### src/rtl/lin_uart_pkg.sv
package lin_uart_pkg;

    // oversample factor and derived counter width
    localparam int OSR      = 16;
    localparam int OSR_W    = $clog2(OSR);
    // length of a transmitted break, in bit times, start bit included
    localparam int BRK_BITS = 13;
    localparam int BRK_W    = $clog2(BRK_BITS);
    // auto-baud: sync span is 8 bit times of OSR ticks each
    localparam int AB_SPAN  = 8;
    localparam int AB_SH    = $clog2(AB_SPAN * OSR);
    localparam int AB_EDGES = 5;

    typedef enum logic [2:0] {
        TX_IDLE,
        TX_START,
        TX_DATA,
        TX_STOP,
        TX_BRK
    } tx_state_e;

    typedef enum logic [2:0] {
        RX_IDLE,
        RX_START,
        RX_DATA,
        RX_STOP,
        RX_WAKE,
        RX_AB_CNT,
        RX_AB_END
    } rx_state_e;

endpackage

### src/rtl/lin_uart_brg.sv
module lin_uart_brg #(
    parameter int DIV_W   = 12,
    parameter int DIV_RST = 27
) (
    input  logic             clk,
    input  logic             rst_n,
    input  logic             load,
    input  logic [DIV_W-1:0] load_val,
    output logic [DIV_W-1:0] div_o,
    output logic             tick_o
);

    typedef struct packed {
        logic [DIV_W-1:0] div;
        logic [DIV_W-1:0] cnt;
    } brg_s;

    brg_s q, d;
    logic tick;

    // one tick every div clocks
    assign tick = (q.cnt == q.div - 1'b1);

    always_comb begin
        d     = q;
        d.cnt = tick ? '0 : q.cnt + 1'b1;
        if (load) begin
            d.div = (load_val == '0) ? DIV_W'(1) : load_val;
            d.cnt = '0;
        end
    end

    always_ff @(posedge clk or negedge rst_n) begin
        if (!rst_n) begin
            q.div <= DIV_W'(DIV_RST);
            q.cnt <= '0;
        end else begin
            q <= d;
        end
    end

    assign div_o  = q.div;
    assign tick_o = tick;

endmodule

### src/rtl/lin_uart_tx.sv
module lin_uart_tx
    import lin_uart_pkg::*;
(
    input  logic       clk,
    input  logic       rst_n,
    input  logic       en,
    input  logic       tick,
    input  logic [7:0] data,
    input  logic       valid,
    output logic       ready,
    input  logic       brk_req,
    output logic       brk_pend,
    output logic       txd
);

    typedef struct packed {
        tx_state_e        st;
        logic [7:0]       sh;
        logic [OSR_W-1:0] tc;
        logic [BRK_W-1:0] bc;
        logic             brk;
        logic             in_brk;
    } tx_s;

    tx_s  q, d;
    logic bit_end;

    assign bit_end = tick && (q.tc == OSR_W'(OSR - 1));

    always_comb begin
        d = q;
        if (brk_req) d.brk = 1'b1;
        if (tick)    d.tc  = bit_end ? '0 : q.tc + 1'b1;

        if (!en) begin
            d.st     = TX_IDLE;
            d.brk    = 1'b0;
            d.in_brk = 1'b0;
            d.tc     = '0;
            d.bc     = '0;
        end else begin
            unique case (q.st)
                TX_IDLE: begin
                    d.tc = '0;
                    d.bc = '0;
                    if (q.brk) begin
                        d.st     = TX_BRK;
                        d.in_brk = 1'b1;
                    end else if (valid) begin
                        d.st = TX_START;
                        d.sh = data;
                    end
                end
                TX_START: begin
                    if (bit_end) begin
                        d.st = TX_DATA;
                        d.bc = '0;
                    end
                end
                TX_DATA: begin
                    if (bit_end) begin
                        d.sh = q.sh >> 1;
                        if (q.bc == BRK_W'(7)) d.st = TX_STOP;
                        else                   d.bc = q.bc + 1'b1;
                    end
                end
                TX_BRK: begin
                    if (bit_end) begin
                        if (q.bc == BRK_W'(BRK_BITS - 1)) d.st = TX_STOP;
                        else                              d.bc = q.bc + 1'b1;
                    end
                end
                TX_STOP: begin
                    if (bit_end) begin
                        d.st = TX_IDLE;
                        if (q.in_brk) begin
                            d.brk    = brk_req;
                            d.in_brk = 1'b0;
                        end
                    end
                end
                default: d.st = TX_IDLE;
            endcase
        end
    end

    always_ff @(posedge clk or negedge rst_n) begin
        if (!rst_n) begin
            q.st     <= TX_IDLE;
            q.sh     <= '0;
            q.tc     <= '0;
            q.bc     <= '0;
            q.brk    <= 1'b0;
            q.in_brk <= 1'b0;
        end else begin
            q <= d;
        end
    end

    always_comb begin
        unique case (q.st)
            TX_START, TX_BRK: txd = 1'b0;
            TX_DATA:          txd = q.sh[0];
            default:          txd = 1'b1;
        endcase
    end

    assign ready    = en && (q.st == TX_IDLE) && !q.brk;
    assign brk_pend = q.brk;

endmodule

### src/rtl/lin_uart_rx.sv
module lin_uart_rx
    import lin_uart_pkg::*;
#(
    parameter int DIV_W = 12
) (
    input  logic             clk,
    input  logic             rst_n,
    input  logic             en,
    input  logic             tick,
    input  logic             rxd,
    input  logic             rd,
    input  logic             wake_arm,
    input  logic             ab_start,
    output logic [7:0]       data_o,
    output logic             valid_o,
    output logic             ferr_o,
    output logic             ovr_o,
    output logic             wake_o,
    output logic             ab_busy_o,
    output logic             ab_wr_o,
    output logic [DIV_W-1:0] ab_div_o
);

    localparam int CNT_W   = DIV_W + AB_SH + 1;
    localparam int MID     = OSR / 2;
    localparam int AB_HALF = 1 << (AB_SH - 1);
    localparam int DIV_MAX = (1 << DIV_W) - 1;

    typedef struct packed {
        rx_state_e        st;
        logic             s1;
        logic             s2;
        logic             s3;
        logic [OSR_W-1:0] tc;
        logic [2:0]       bc;
        logic [1:0]       votes;
        logic [7:0]       sh;
        logic [7:0]       data;
        logic             valid;
        logic             ferr;
        logic             ovr;
        logic             wake;
        logic             ab_arm;
        logic             ab_wr;
        logic [2:0]       edges;
        logic [CNT_W-1:0] cnt;
        logic [DIV_W-1:0] ab_div;
    } rx_s;

    rx_s              q, d;
    logic             line, fall, bit_end, win;
    logic [1:0]       v_now;
    logic [CNT_W-1:0] rnd, quo;
    logic [DIV_W-1:0] ab_calc;

    assign line    = q.s2;
    assign fall    = q.s3 & ~q.s2;
    assign bit_end = tick && (q.tc == OSR_W'(OSR - 1));
    assign win     = tick && (q.tc >= OSR_W'(MID - 1)) && (q.tc <= OSR_W'(MID + 1));
    assign v_now   = q.votes + {1'b0, line};
    assign rnd     = q.cnt + CNT_W'(AB_HALF);
    assign quo     = rnd >> AB_SH;
    assign ab_calc = (quo == '0)                ? DIV_W'(1) :
                     (quo > CNT_W'(DIV_MAX))    ? DIV_W'(DIV_MAX) :
                                                  quo[DIV_W-1:0];

    always_comb begin
        d       = q;
        d.s1    = rxd;
        d.s2    = q.s1;
        d.s3    = q.s2;
        d.ab_wr = 1'b0;
        if (ab_start) d.ab_arm = 1'b1;
        if (rd) begin
            d.valid = 1'b0;
            d.ovr   = 1'b0;
        end
        if (tick) d.tc = bit_end ? '0 : q.tc + 1'b1;
        if (win)  d.votes = v_now;

        if (!en) begin
            d.st   = RX_IDLE;
            d.wake = 1'b0;
            d.tc   = '0;
        end else begin
            unique case (q.st)
                RX_IDLE: begin
                    d.tc    = '0;
                    d.votes = '0;
                    d.bc    = '0;
                    if (fall) begin
                        if (q.ab_arm) begin
                            d.st    = RX_AB_CNT;
                            d.cnt   = CNT_W'(1);
                            d.edges = 3'd1;
                        end else if (wake_arm) begin
                            d.st   = RX_WAKE;
                            d.wake = 1'b1;
                        end else begin
                            d.st = RX_START;
                        end
                    end
                end
                RX_START: begin
                    if (bit_end) begin
                        d.votes = '0;
                        d.st    = q.votes[1] ? RX_IDLE : RX_DATA;
                        d.bc    = '0;
                    end
                end
                RX_DATA: begin
                    if (bit_end) begin
                        d.votes = '0;
                        d.sh    = {q.votes[1], q.sh[7:1]};
                        if (q.bc == 3'd7) d.st = RX_STOP;
                        else              d.bc = q.bc + 1'b1;
                    end
                end
                RX_STOP: begin
                    if (tick && q.tc == OSR_W'(MID + 1)) begin
                        d.st    = RX_IDLE;
                        d.data  = q.sh;
                        d.ferr  = ~v_now[1];
                        d.valid = 1'b1;
                        if (q.valid && !rd) d.ovr = 1'b1;
                    end
                end
                RX_WAKE: begin
                    if (line) begin
                        d.wake = 1'b0;
                        d.st   = RX_IDLE;
                    end
                end
                RX_AB_CNT: begin
                    if (q.cnt != '1) d.cnt = q.cnt + 1'b1;
                    if (fall) begin
                        d.edges = q.edges + 1'b1;
                        if (q.edges == 3'(AB_EDGES - 1)) begin
                            d.st     = RX_AB_END;
                            d.ab_arm = 1'b0;
                            d.ab_wr  = 1'b1;
                            d.ab_div = ab_calc;
                        end
                    end
                end
                RX_AB_END: begin
                    if (line) d.st = RX_IDLE;
                end
                default: d.st = RX_IDLE;
            endcase
        end
    end

    always_ff @(posedge clk or negedge rst_n) begin
        if (!rst_n) begin
            q.st     <= RX_IDLE;
            q.s1     <= 1'b1;
            q.s2     <= 1'b1;
            q.s3     <= 1'b1;
            q.tc     <= '0;
            q.bc     <= '0;
            q.votes  <= '0;
            q.sh     <= '0;
            q.data   <= '0;
            q.valid  <= 1'b0;
            q.ferr   <= 1'b0;
            q.ovr    <= 1'b0;
            q.wake   <= 1'b0;
            q.ab_arm <= 1'b0;
            q.ab_wr  <= 1'b0;
            q.edges  <= '0;
            q.cnt    <= '0;
            q.ab_div <= '0;
        end else begin
            q <= d;
        end
    end

    assign data_o    = q.data;
    assign valid_o   = q.valid;
    assign ferr_o    = q.ferr;
    assign ovr_o     = q.ovr;
    assign wake_o    = q.wake;
    assign ab_busy_o = q.ab_arm;
    assign ab_wr_o   = q.ab_wr;
    assign ab_div_o  = q.ab_div;

endmodule

### src/rtl/lin_uart.sv
module lin_uart #(
    parameter int DIV_W   = 12,
    parameter int DIV_RST = 27
) (
    input  logic             clk,
    input  logic             rst_n,
    input  logic             port_en,
    input  logic [DIV_W-1:0] divisor_in,
    input  logic             divisor_wr,
    output logic [DIV_W-1:0] divisor_out,
    input  logic [7:0]       tx_data,
    input  logic             tx_valid,
    output logic             tx_ready,
    input  logic             tx_break_req,
    output logic             break_pending,
    output logic             txd,
    output logic             txd_oe,
    input  logic             rxd,
    output logic [7:0]       rx_data,
    output logic             rx_valid,
    output logic             rx_frame_err,
    output logic             rx_overrun,
    input  logic             rx_read,
    input  logic             wake_arm,
    output logic             wake_flag,
    input  logic             autobaud_start,
    output logic             autobaud_busy
);

    logic             tick;
    logic             ab_wr;
    logic [DIV_W-1:0] ab_div;
    logic             brg_load;
    logic [DIV_W-1:0] brg_val;

    // a measured divisor takes priority over a software write in the same cycle
    assign brg_load = divisor_wr | ab_wr;
    assign brg_val  = ab_wr ? ab_div : divisor_in;

    lin_uart_brg #(
        .DIV_W   (DIV_W),
        .DIV_RST (DIV_RST)
    ) brg_i (
        .clk      (clk),
        .rst_n    (rst_n),
        .load     (brg_load),
        .load_val (brg_val),
        .div_o    (divisor_out),
        .tick_o   (tick)
    );

    lin_uart_tx tx_i (
        .clk      (clk),
        .rst_n    (rst_n),
        .en       (port_en),
        .tick     (tick),
        .data     (tx_data),
        .valid    (tx_valid),
        .ready    (tx_ready),
        .brk_req  (tx_break_req),
        .brk_pend (break_pending),
        .txd      (txd)
    );

    lin_uart_rx #(
        .DIV_W (DIV_W)
    ) rx_i (
        .clk       (clk),
        .rst_n     (rst_n),
        .en        (port_en),
        .tick      (tick),
        .rxd       (rxd),
        .rd        (rx_read),
        .wake_arm  (wake_arm),
        .ab_start  (autobaud_start),
        .data_o    (rx_data),
        .valid_o   (rx_valid),
        .ferr_o    (rx_frame_err),
        .ovr_o     (rx_overrun),
        .wake_o    (wake_flag),
        .ab_busy_o (autobaud_busy),
        .ab_wr_o   (ab_wr),
        .ab_div_o  (ab_div)
    );

    assign txd_oe = port_en;

endmodule

### config.mk
export PLATFORM = sky130hd
export DESIGN_NAME = lin_uart
export DESIGN_NICKNAME = d
export VERILOG_FILES = /design/src/rtl/lin_uart_pkg.sv /design/src/rtl/lin_uart_brg.sv /design/src/rtl/lin_uart_tx.sv /design/src/rtl/lin_uart_rx.sv /design/src/rtl/lin_uart.sv
export SDC_FILE = /design/constraint.sdc
export NUM_CORES = 1
export LEC_CHECK = 0
export BUFFER_PORTS_ARGS = -buffer_cell sky130_fd_sc_hd__buf_2
export CAP_MARGIN = 20
export CELL_PAD_IN_SITES_DETAIL_PLACEMENT = 1
export CELL_PAD_IN_SITES_GLOBAL_PLACEMENT = 1
export CORE_UTILIZATION = 42
export CTS_CLUSTER_SIZE = 30
export DETAILED_ROUTE_END_ITERATION = 10
export PLACE_DENSITY = 0.81
export SYNTH_ARGS = -nofsm -noshare
export SYNTH_HDL_FRONTEND = slang
export SYNTH_SLANG_ARGS = --single-unit
### constraint.sdc
create_clock -name clk -period 3 [get_ports clk]
set_input_delay 0.75 -clock clk [delete_from_list [all_inputs] [get_ports clk]]
set_output_delay 0.75 -clock clk [all_outputs]
set_load 0.01 [all_outputs]
==> flow_summary.ini, run 1 <==
[setup_path]
r2r_setup_slack_ps = 80
critPathLaunchType = flop
cp_top_family = simple AND/OR/NAND/NOR gates
path_depth = 8
crit_path_end_kind = flop
ff2ff_path_depth = 8
path_cells = or4_1 -> nor4_1 -> nand2_1 -> a221oi_2 -> buf_12 -> and4_1 -> o21ai_2 -> a221o_1
r2r-start = brg_i.div_o[4]$_DFFE_PN1N_
crit_end = tx_i.q[15]$_DFFE_PN0P_
cp_max_fo = 13
worst-path-buf-inv = 1
required_ps = 3300
slowest_stage = or4_1
max_stage_delay_ps = 610
crit_type = reg2reg
crit_start = brg_i.div_o[4]$_DFFE_PN1N_
rr_endpoint = tx_i.q[15]$_DFFE_PN0P_
arrival_ps = 3210

[floorplan]
start_util = 0.434
die_width_um = 128
rows = 45
dieArea_um2 = 16300
die_h_um = 128
io_pins = 59
fp.coreArea_um2 = 15300

[clock_network]
postCtsHoldBufs = 0
cts_made_buffers = 17
clk_latency_ps = 420
postCtsSetupBuffers = 0
cts_tree = yes
cts_root_buf = clkbuf_16
clk_path_buf_depth = 2
cts.sinks = 117
cts.clk_slew.worst_paths_ps = 60
h-tree-depth = 4

[layout]
multi_input_area_um2 = 3340
final_nets = 811
final_util = 0.511
area_growth_pct = 17.8
n_antenna_cell = 0
stdcell_area_um2 = 7830
fillers = 1782
drive_gt1_frac = 0.205
layout.area.seq_um2 = 2940

[synthesis]
synth_nets = 767
synthTopCellsByCount = dfrtp_1 (110), nor2_1 (63), o21ai_0 (63)
yosysTopAreaCell = dfrtp_1
synth_cell_types = 64
syn_area_per_cell_um2 = 9.20
netlist_instances = 722
synth_top_area_share = 0.414
yosys_warnings = 0
synth_edf_count = 0
ys_seq_area_frac = 0.442
synthArstFlopShare = 1.00
synth_ff_type = dfrtp_1
yosysMostFrequentCell = dfrtp_1
mappedNetlistArea_um2 = 6640
ys_seq_elements = 117
synth_area_leaders = dfrtp_1 (41%), o21ai_0 (4.7%), nor2_1 (3.6%)

[pwr]
cellLeakagePower_uw = 0.00350
swShare = 0.270
powerDensity_nw_per_um2 = 637
net-switching-power_uw = 1340
p_total_uw = 4980
pwr-share-clk = 0.466
combPwrFrac = 0.161
vdd_drop_max_mv = 0.459
seq_power_share = 0.374
power.internal_uw = 3640

[drt]
postRouteAntennaNets = 0
dr.pass1.iters = 5
drcViolationCount = 0
drtIter0Drc = 317
drt-total-wl_mm = 18.4
wl_per_cell_um = 18.6
viasPerCell = 5.72
via_count = 5658

[global_routing]
track_usage = 0.243
grt_overflow = 0
grt_max_degree = 49
grt_pass1_wl_mm = 31.1
grt_pass1_vias = 6158
antenna_found_initial = 0

[worst_hold_path]
holdCritPathClass = in2async

[sta]
finalSetupViolCount = 0
final.period_utilization = 0.973
skew_ps = 8.63
slew_headroom = 0.446
slew_viol_final = 0
max_freq_mhz = 343
hold_viol_final = 0
tightest_slew_ps = 822
hold_ws_ps = 330
period_needed_ps = 2920

[placed_design]
portBuffers = 58
dpl-instance-area_um2 = 7130
gp_congestion = 0.822
dp_hpwl_mm = 12.8

[job]
maxCapViolCount = 0

[status]
status = finished clean
-- power groups by stage --
stage | clock network, uW | registers, uW | logic [uW]
after global routing | 2420 | 1880 | 908
after CTS | 2340 | 1860 | 805
after detailed placement | 0 | 1880 | 789
after floorplan | 0 | 1820 | 559
final | 2320 | 1860 | 801
after global placement | 0 | 1870 | 738
-- metrics by stage --
stage	worst slack (ps)	TNS (ps)	instances
global placement	103	0	958
floorplan	168	0	722
finish	81.5	0	990
CTS	6.41	0	990
detailed placement	-48.3	-265	958
global route	-90.1	-663	990
-- layout make-up --
type | count | share of cell area
Clock inverter | 10 | 0.0256
Clock buffer | 22 | 0.0593
Tap cell | 211 | 0.0337
Inverter | 26 | 0.0125
Sequential cell | 117 | 0.375
Timing Repair Buffer | 83 | 0.0667
Multi-Input combinational cell | 521 | 0.427
-- logic make-up (layout without fill, tap and decap cells) --
family          after synthesis  in the layout  synth area share
xor+xnor                     37             37            0.0488
buf+inv                      84            141            0.0597
compound gates              176            176             0.171
mux                          27             27            0.0441
simple gates                266            266             0.206
fa+ha+maj                    15             15            0.0283
flops                       117            117             0.442
-- placed cells by master (no fill, tap or decap), types with 7 or more instances in the layout --
cell type and instances:
nand3_1 23, nand2_1 62, nand3b_1 7, xnor2_1 16, clkbuf_16 17, inv_1 25
buf_2 57, o21ai_0 62, a31oi_1 17, nand4_1 9, and2_1 17, ha_1 14
dfstp_2 7, dfrtp_1 110, nor2_1 63, and3_1 13, mux2_2 18, a21oi_1 26
xor2_1 21, mux2i_1 9, a221o_1 7, o31ai_1 16, nor3_1 10, nand2b_1 12
buf_4 22, nor2b_1 9
-- what timing repair did --
item | in CTS | in global routing
gates cloned | 0 | 0
gates resized for setup | 4 | 6
setup endpoints to repair | 20 | 39
pin swaps | 0 | 1
-- metal layers --
| metal | track usage | up-vias | part of all wire |
|---|---|---|---|
| met3 | 0.0463 | 23 | 0.029 |
| met5 | 0 | - | 0 |
| met4 | 0.0747 | 0 | 0.013 |
| li1 | - | 2649 | - |
| met2 | 0.444 | 97 | 0.53 |
| met1 | 0.286 | 2889 | 0.43 |
-- sequential cells by signal (all words and copies together) (netlist names), 8 cells and up --
signal         count
rx_i.ab_div_o     12
tx_i.q            20
brg_i.div_o       12
rx_i.data_o        8
rx_i.q            44
brg_i.q           12
-- worst min-delay path by stage --
stage / slack [ps] / end
after floorplan: 350 / rx_i.line$_DFF_PN1_
after global placement: 350 / rx_i.line$_DFF_PN1_
final: 330 / brg_i.div_o[7]$_DFFE_PN0N_
after CTS: 350 / rx_i.line$_DFF_PN1_
after global routing: 350 / rx_i.line$_DFF_PN1_
after detailed placement: 350 / rx_i.line$_DFF_PN1_
No activity file was read; power rests on OpenSTA's default activity.
==> run 2: changes to the inputs <==
--- a/config.mk
+++ b/config.mk
@@ -9,10 +9,10 @@
 export CAP_MARGIN = 20
 export CELL_PAD_IN_SITES_DETAIL_PLACEMENT = 1
 export CELL_PAD_IN_SITES_GLOBAL_PLACEMENT = 1
-export CORE_UTILIZATION = 42
+export CORE_UTILIZATION = 25
 export CTS_CLUSTER_SIZE = 30
 export DETAILED_ROUTE_END_ITERATION = 10
-export PLACE_DENSITY = 0.81
+export PLACE_DENSITY = 0.54
 export SYNTH_ARGS = -nofsm -noshare
 export SYNTH_HDL_FRONTEND = slang
 export SYNTH_SLANG_ARGS = --single-unit
==> flow_summary.ini, run 2 (synthesis results as in run 1) <==
[status]
status = finished clean

[drt]
drt-total-wl_mm = 17.5
dr.pass1.iters = 4
wl_per_cell_um = 15.6
drtIter0Drc = 255
viasPerCell = 4.84
drcViolationCount = 0
via_count = 5430
postRouteAntennaNets = 0

[pwr]
p_total_uw = 4640
vdd_drop_max_mv = 0.237
powerDensity_nw_per_um2 = 583
cellLeakagePower_uw = 0.00349

[clock_network]
cts.clk_slew.worst_paths_ps = 60
clk_latency_ps = 430
postCtsHoldBufs = 0
h-tree-depth = 4
cts_root_buf = clkbuf_16
cts_tree = yes
cts_made_buffers = 17
clk_path_buf_depth = 2
cts.sinks = 117

[setup_path]
required_ps = 3340
crit_type = reg2reg
cp_max_fo = 8
rr_endpoint = rx_i.q[59]$_DFFE_PN0P_
r2r-start = brg_i.div_o[1]$_DFFE_PN1N_
crit_start = brg_i.div_o[1]$_DFFE_PN1N_
crit_end = rx_i.q[59]$_DFFE_PN0P_
r2r_setup_slack_ps = 130
arrival_ps = 3210
crit_path_end_kind = flop
ff2ff_path_depth = 8
critPathLaunchType = flop

[global_routing]
grt_max_degree = 72
track_usage = 0.140
antenna_found_initial = 0
grt_pass1_wl_mm = 29.5
grt_pass1_vias = 5612
grt_overflow = 0

[sta]
tightest_slew_ps = 659
period_needed_ps = 2870
tns_ps = 0
finalSetupViolCount = 0
rsz0062_at_grt = true
final.period_utilization = 0.956
slew_viol_final = 0
skew_ps = 13.6
hold_viol_final = 0
max_freq_mhz = 349
slew_headroom = 0.557
hold_ws_ps = 304

[layout]
top_register = rx_i.q
reg.largest.list = rx_i.q (44), tx_i.q (20)
largest_reg_flops = 44
n_antenna_cell = 0
fillers = 3031
area_growth_pct = 19.8
final_common_cell = dfrtp_1
final_nets = 820
final_cell_mix = dfrtp_1 (110), nor2_1 (63), nand2_1 (62)
drive_gt1_frac = 0.214

[job]
maxCapViolCount = 0

[floorplan]
io_pins = 59
rows = 59
die_h_um = 165
fp.coreArea_um2 = 26100
start_util = 0.255
die_width_um = 165
dieArea_um2 = 27200

[placed_design]
dp_hpwl_mm = 12.6
portBuffers = 58
gp_congestion = 0.764

[worst_hold_path]
holdCritPathClass = in2async
==> run 2: changes by cell type in the layout (fill, tap and decap cells not counted), moves of 2 or more <==
cell        change
buf_4           +9
bufinv_16       -4
a211oi_2        -2
clkinvlp_4      +3
==> run 2: per-layer routing <==
layer	vias to the layer above	global-route usage	wire, um
met5	-	0	0
met3	21	0.0289	416
met2	49	0.224	8330
met1	2697	0.185	8530
met4	0	0.0475	242
li1	2663	-	-
==> run 2: worst max-delay path, stage by stage (launching register included) <==
cell,delay [ps]
dfstp_2,390
or4_4,530
or4_1,570
a211oi_4,330
buf_4,220
nand4_1,170
buf_2,210
or3_1,300
o21ai_0,80
==> run 2: through the flow <==
step / utilization / setup WS, ps / std cells / instance area [um2]
final: 0.305 / 132 / 1123 / 7960
after global routing: 0.305 / -25.2 / 1123 / 7960
after CTS: 0.303 / 32.1 / 1120 / 7890
after detailed placement: 0.281 / -28.9 / 1088 / 7320
after global placement: 0.281 / 48.6 / 1088 / 7320
after floorplan: - / 168 / 722 / 6640
==> run 2: final cells by class <==
type	count	area, um2	share of cell area
Timing Repair Buffer	92	574	0.0722
Tap cell	335	419	0.0527
Clock buffer	23	468	0.0588
Multi-Input combinational cell	521	3360	0.422
Inverter	26	97.6	0.0123
Sequential cell	117	2940	0.369
Clock inverter	9	103	0.0129
==> run 2: report_power, final <==
| group | switching [uW] | internal (uW) | total (uW) | leakage (uW) |
|---|---|---|---|---|
| clock | 734 | 1260 | 1990 | 0.000273 |
| combinational | 430 | 342 | 772 | 0.00166 |
| sequential | 166 | 1710 | 1880 | 0.00156 |
==> run 2: repair_timing <==
| action | 4_1_cts | 5_1_grt |
|---|---|---|
| pin swaps | 0 | 2 |
| hold endpoints to repair | 0 | 0 |
| setup buffers | 0 | 2 |
| resized for setup | 1 | 12 |
| cloned | 0 | 1 |
| setup endpoints to repair | 12 | 42 |
==> run 2: worst min-delay path by stage <==
stage | from | end | slack [ps]
after floorplan | rx_i.d[67]$_DFF_PN1_ | rx_i.line$_DFF_PN1_ | 350
after global placement | rx_i.d[67]$_DFF_PN1_ | rx_i.line$_DFF_PN1_ | 350
after detailed placement | rx_i.d[67]$_DFF_PN1_ | rx_i.line$_DFF_PN1_ | 350
after CTS | rst_n | rx_i.q[23]$_DFFE_PN0P_ | 350
after global routing | rst_n | rx_i.q[23]$_DFFE_PN0P_ | 360
final | rst_n | rx_i.q[23]$_DFFE_PN0P_ | 300
==> run 3: changes to the inputs <==
--- a/config.mk
+++ b/config.mk
@@ -7,7 +7,7 @@
 export LEC_CHECK = 0
 export BUFFER_PORTS_ARGS = -buffer_cell sky130_fd_sc_hd__buf_2
 export CAP_MARGIN = 20
-export CELL_PAD_IN_SITES_DETAIL_PLACEMENT = 1
+export CELL_PAD_IN_SITES_DETAIL_PLACEMENT = 0
 export CELL_PAD_IN_SITES_GLOBAL_PLACEMENT = 1
 export CORE_UTILIZATION = 25
 export CTS_CLUSTER_SIZE = 30
==> flow_summary.ini, run 3 (synthesis results as in run 1) <==
[status]
status = finished clean

[sta]
tns_ps = 0
finalSetupViolCount = 0
max_freq_mhz = 350
hold_ws_ps = 311
tightest_slew_ps = 688
hold_viol_final = 0
skew_ps = 10.1
slew_viol_final = 0
slew_headroom = 0.537
period_needed_ps = 2850
final.period_utilization = 0.951
rsz0062_at_grt = false

[clock_network]
clk_path_buf_depth = 2
postCtsHoldBufs = 0
cts_root_buf = clkbuf_16
cts.sinks = 117
cts.clk_slew.worst_paths_ps = 60
cts_made_buffers = 17
cts_tree = yes
clk_latency_ps = 420
h-tree-depth = 4

[drt]
postRouteAntennaNets = 0
wl_per_cell_um = 15.0
drcViolationCount = 0
drtIter0Drc = 282
via_count = 5338
drt-total-wl_mm = 16.9
viasPerCell = 4.75
dr.pass1.iters = 5

[placed_design]
dp_hpwl_mm = 11.9
gp_congestion = 0.764
dp_cells = 1088
portBuffers = 58

[global_routing]
antenna_found_initial = 0
grt_pass1_wl_mm = 27.8
met3_usage = 0.0334
grt_use_met1 = 0.175
grt_max_degree = 72
grt_pass1_vias = 5197
track_usage = 0.132
met2_usage = 0.209
grt_overflow = 0
busiest_layer = met2

[layout]
area_growth_pct = 20.6
multi_input_area_um2 = 3380
final_util = 0.307
final_common_cell = dfrtp_1
largest_reg_flops = 44
final_cell_mix = dfrtp_1 (110), nor2_1 (63), nand2_1 (62)
reg.largest.list = rx_i.q (44), tx_i.q (20)
top_register = rx_i.q
stdcell_count = 1124
drive_gt1_frac = 0.226
layout.area.seq_um2 = 2940
n_antenna_cell = 0
final_nets = 821
fillers = 2750

[pwr]
cellLeakagePower_uw = 0.00351
p_total_uw = 4700
powerDensity_nw_per_um2 = 587
vdd_drop_max_mv = 0.232

[setup_path]
required_ps = 3300
crit_path_end_kind = flop
cp_top_family = simple AND/OR/NAND/NOR gates
path_cells = or4_4 -> or4_1 -> a211oi_4 -> buf_4 -> and4_2 -> o21ai_2 -> a221o_1
crit_type = reg2reg
critPathLaunchType = flop
cp_max_fo = 8
slowest_stage = or4_1
arrival_ps = 3150
worst-path-buf-inv = 1
max_stage_delay_ps = 570

[floorplan]
rows = 59
dieArea_um2 = 27200
fp.coreArea_um2 = 26100
io_pins = 59
die_h_um = 165
die_width_um = 165
start_util = 0.255

[job]
maxCapViolCount = 0

[worst_hold_path]
holdCritPathClass = in2async
run 3: path summary, 6_finish.rpt:
kind | from | endpoint | slack (ps) | depth (start not counted)
min reg2reg | rx_i.d[67]$_DFF_PN1_ | rx_i.line$_DFF_PN1_ | 350 | 0
min | rst_n | rx_i.q[23]$_DFFE_PN0P_ | 310 | 2
max | brg_i.div_o[1]$_DFFE_PN1N_ | tx_i.q[12]$_DFFE_PN0P_ | 150 | 7
max in group asynchronous | rst_n | tx_i.q[3]$_DFFE_PN0P_ | 2110 | 2
max reg2reg | brg_i.div_o[1]$_DFFE_PN1N_ | tx_i.q[12]$_DFFE_PN0P_ | 150 | 7
min in group clk | rx_i.d[67]$_DFF_PN1_ | rx_i.line$_DFF_PN1_ | 350 | 0
run 3: where the power goes:
group / internal [uW] / switching, uW
clock network: 1280 / 772
logic: 348 / 424
registers: 1710 / 168
total: 3340 / 1360
run 3: area by class of cell:
type | instances | share of cell area
multi-input cells | 522 | 0.422
flip-flops and latches | 117 | 0.367
clock inverters | 12 | 0.0159
clock buffers | 20 | 0.0583
well taps | 335 | 0.0523
repair buffers | 92 | 0.0720
inverters | 26 | 0.0122
run 3: what timing repair did:
| item | in CTS | in global routing |
|---|---|---|
| cloned | 0 | 1 |
| resized for setup | 1 | 18 |
| pin swaps | 0 | 2 |
| buffers inserted | 0 | 3 |
| endpoints found under the setup margin | 13 | 26 |
| endpoints found under the hold margin | 0 | 0 |
run 3: stage by stage:
step	cell area, um2	setup slack (ps)
2_1_floorplan	6640	168
3_3_place_gp	7320	48.6
3_5_place_dp	7320	-46.2
4_1_cts	7910	6.58
5_1_grt	8010	15.5
6_report	8010	147
run 3: worst register-to-register path, cell delays in order (launching register included):
cell and delay (ps):
dfstp_2 390, or4_4 530, or4_1 570, a211oi_4 310, buf_4 160, and4_2 260, o21ai_2 130, a221o_1 380
run 3: metal layers:
layer  share of wire  wire [um]
met5               0          0
met2            0.48       8050
met1            0.48       8130
met4          0.0090        152
met3           0.034        574
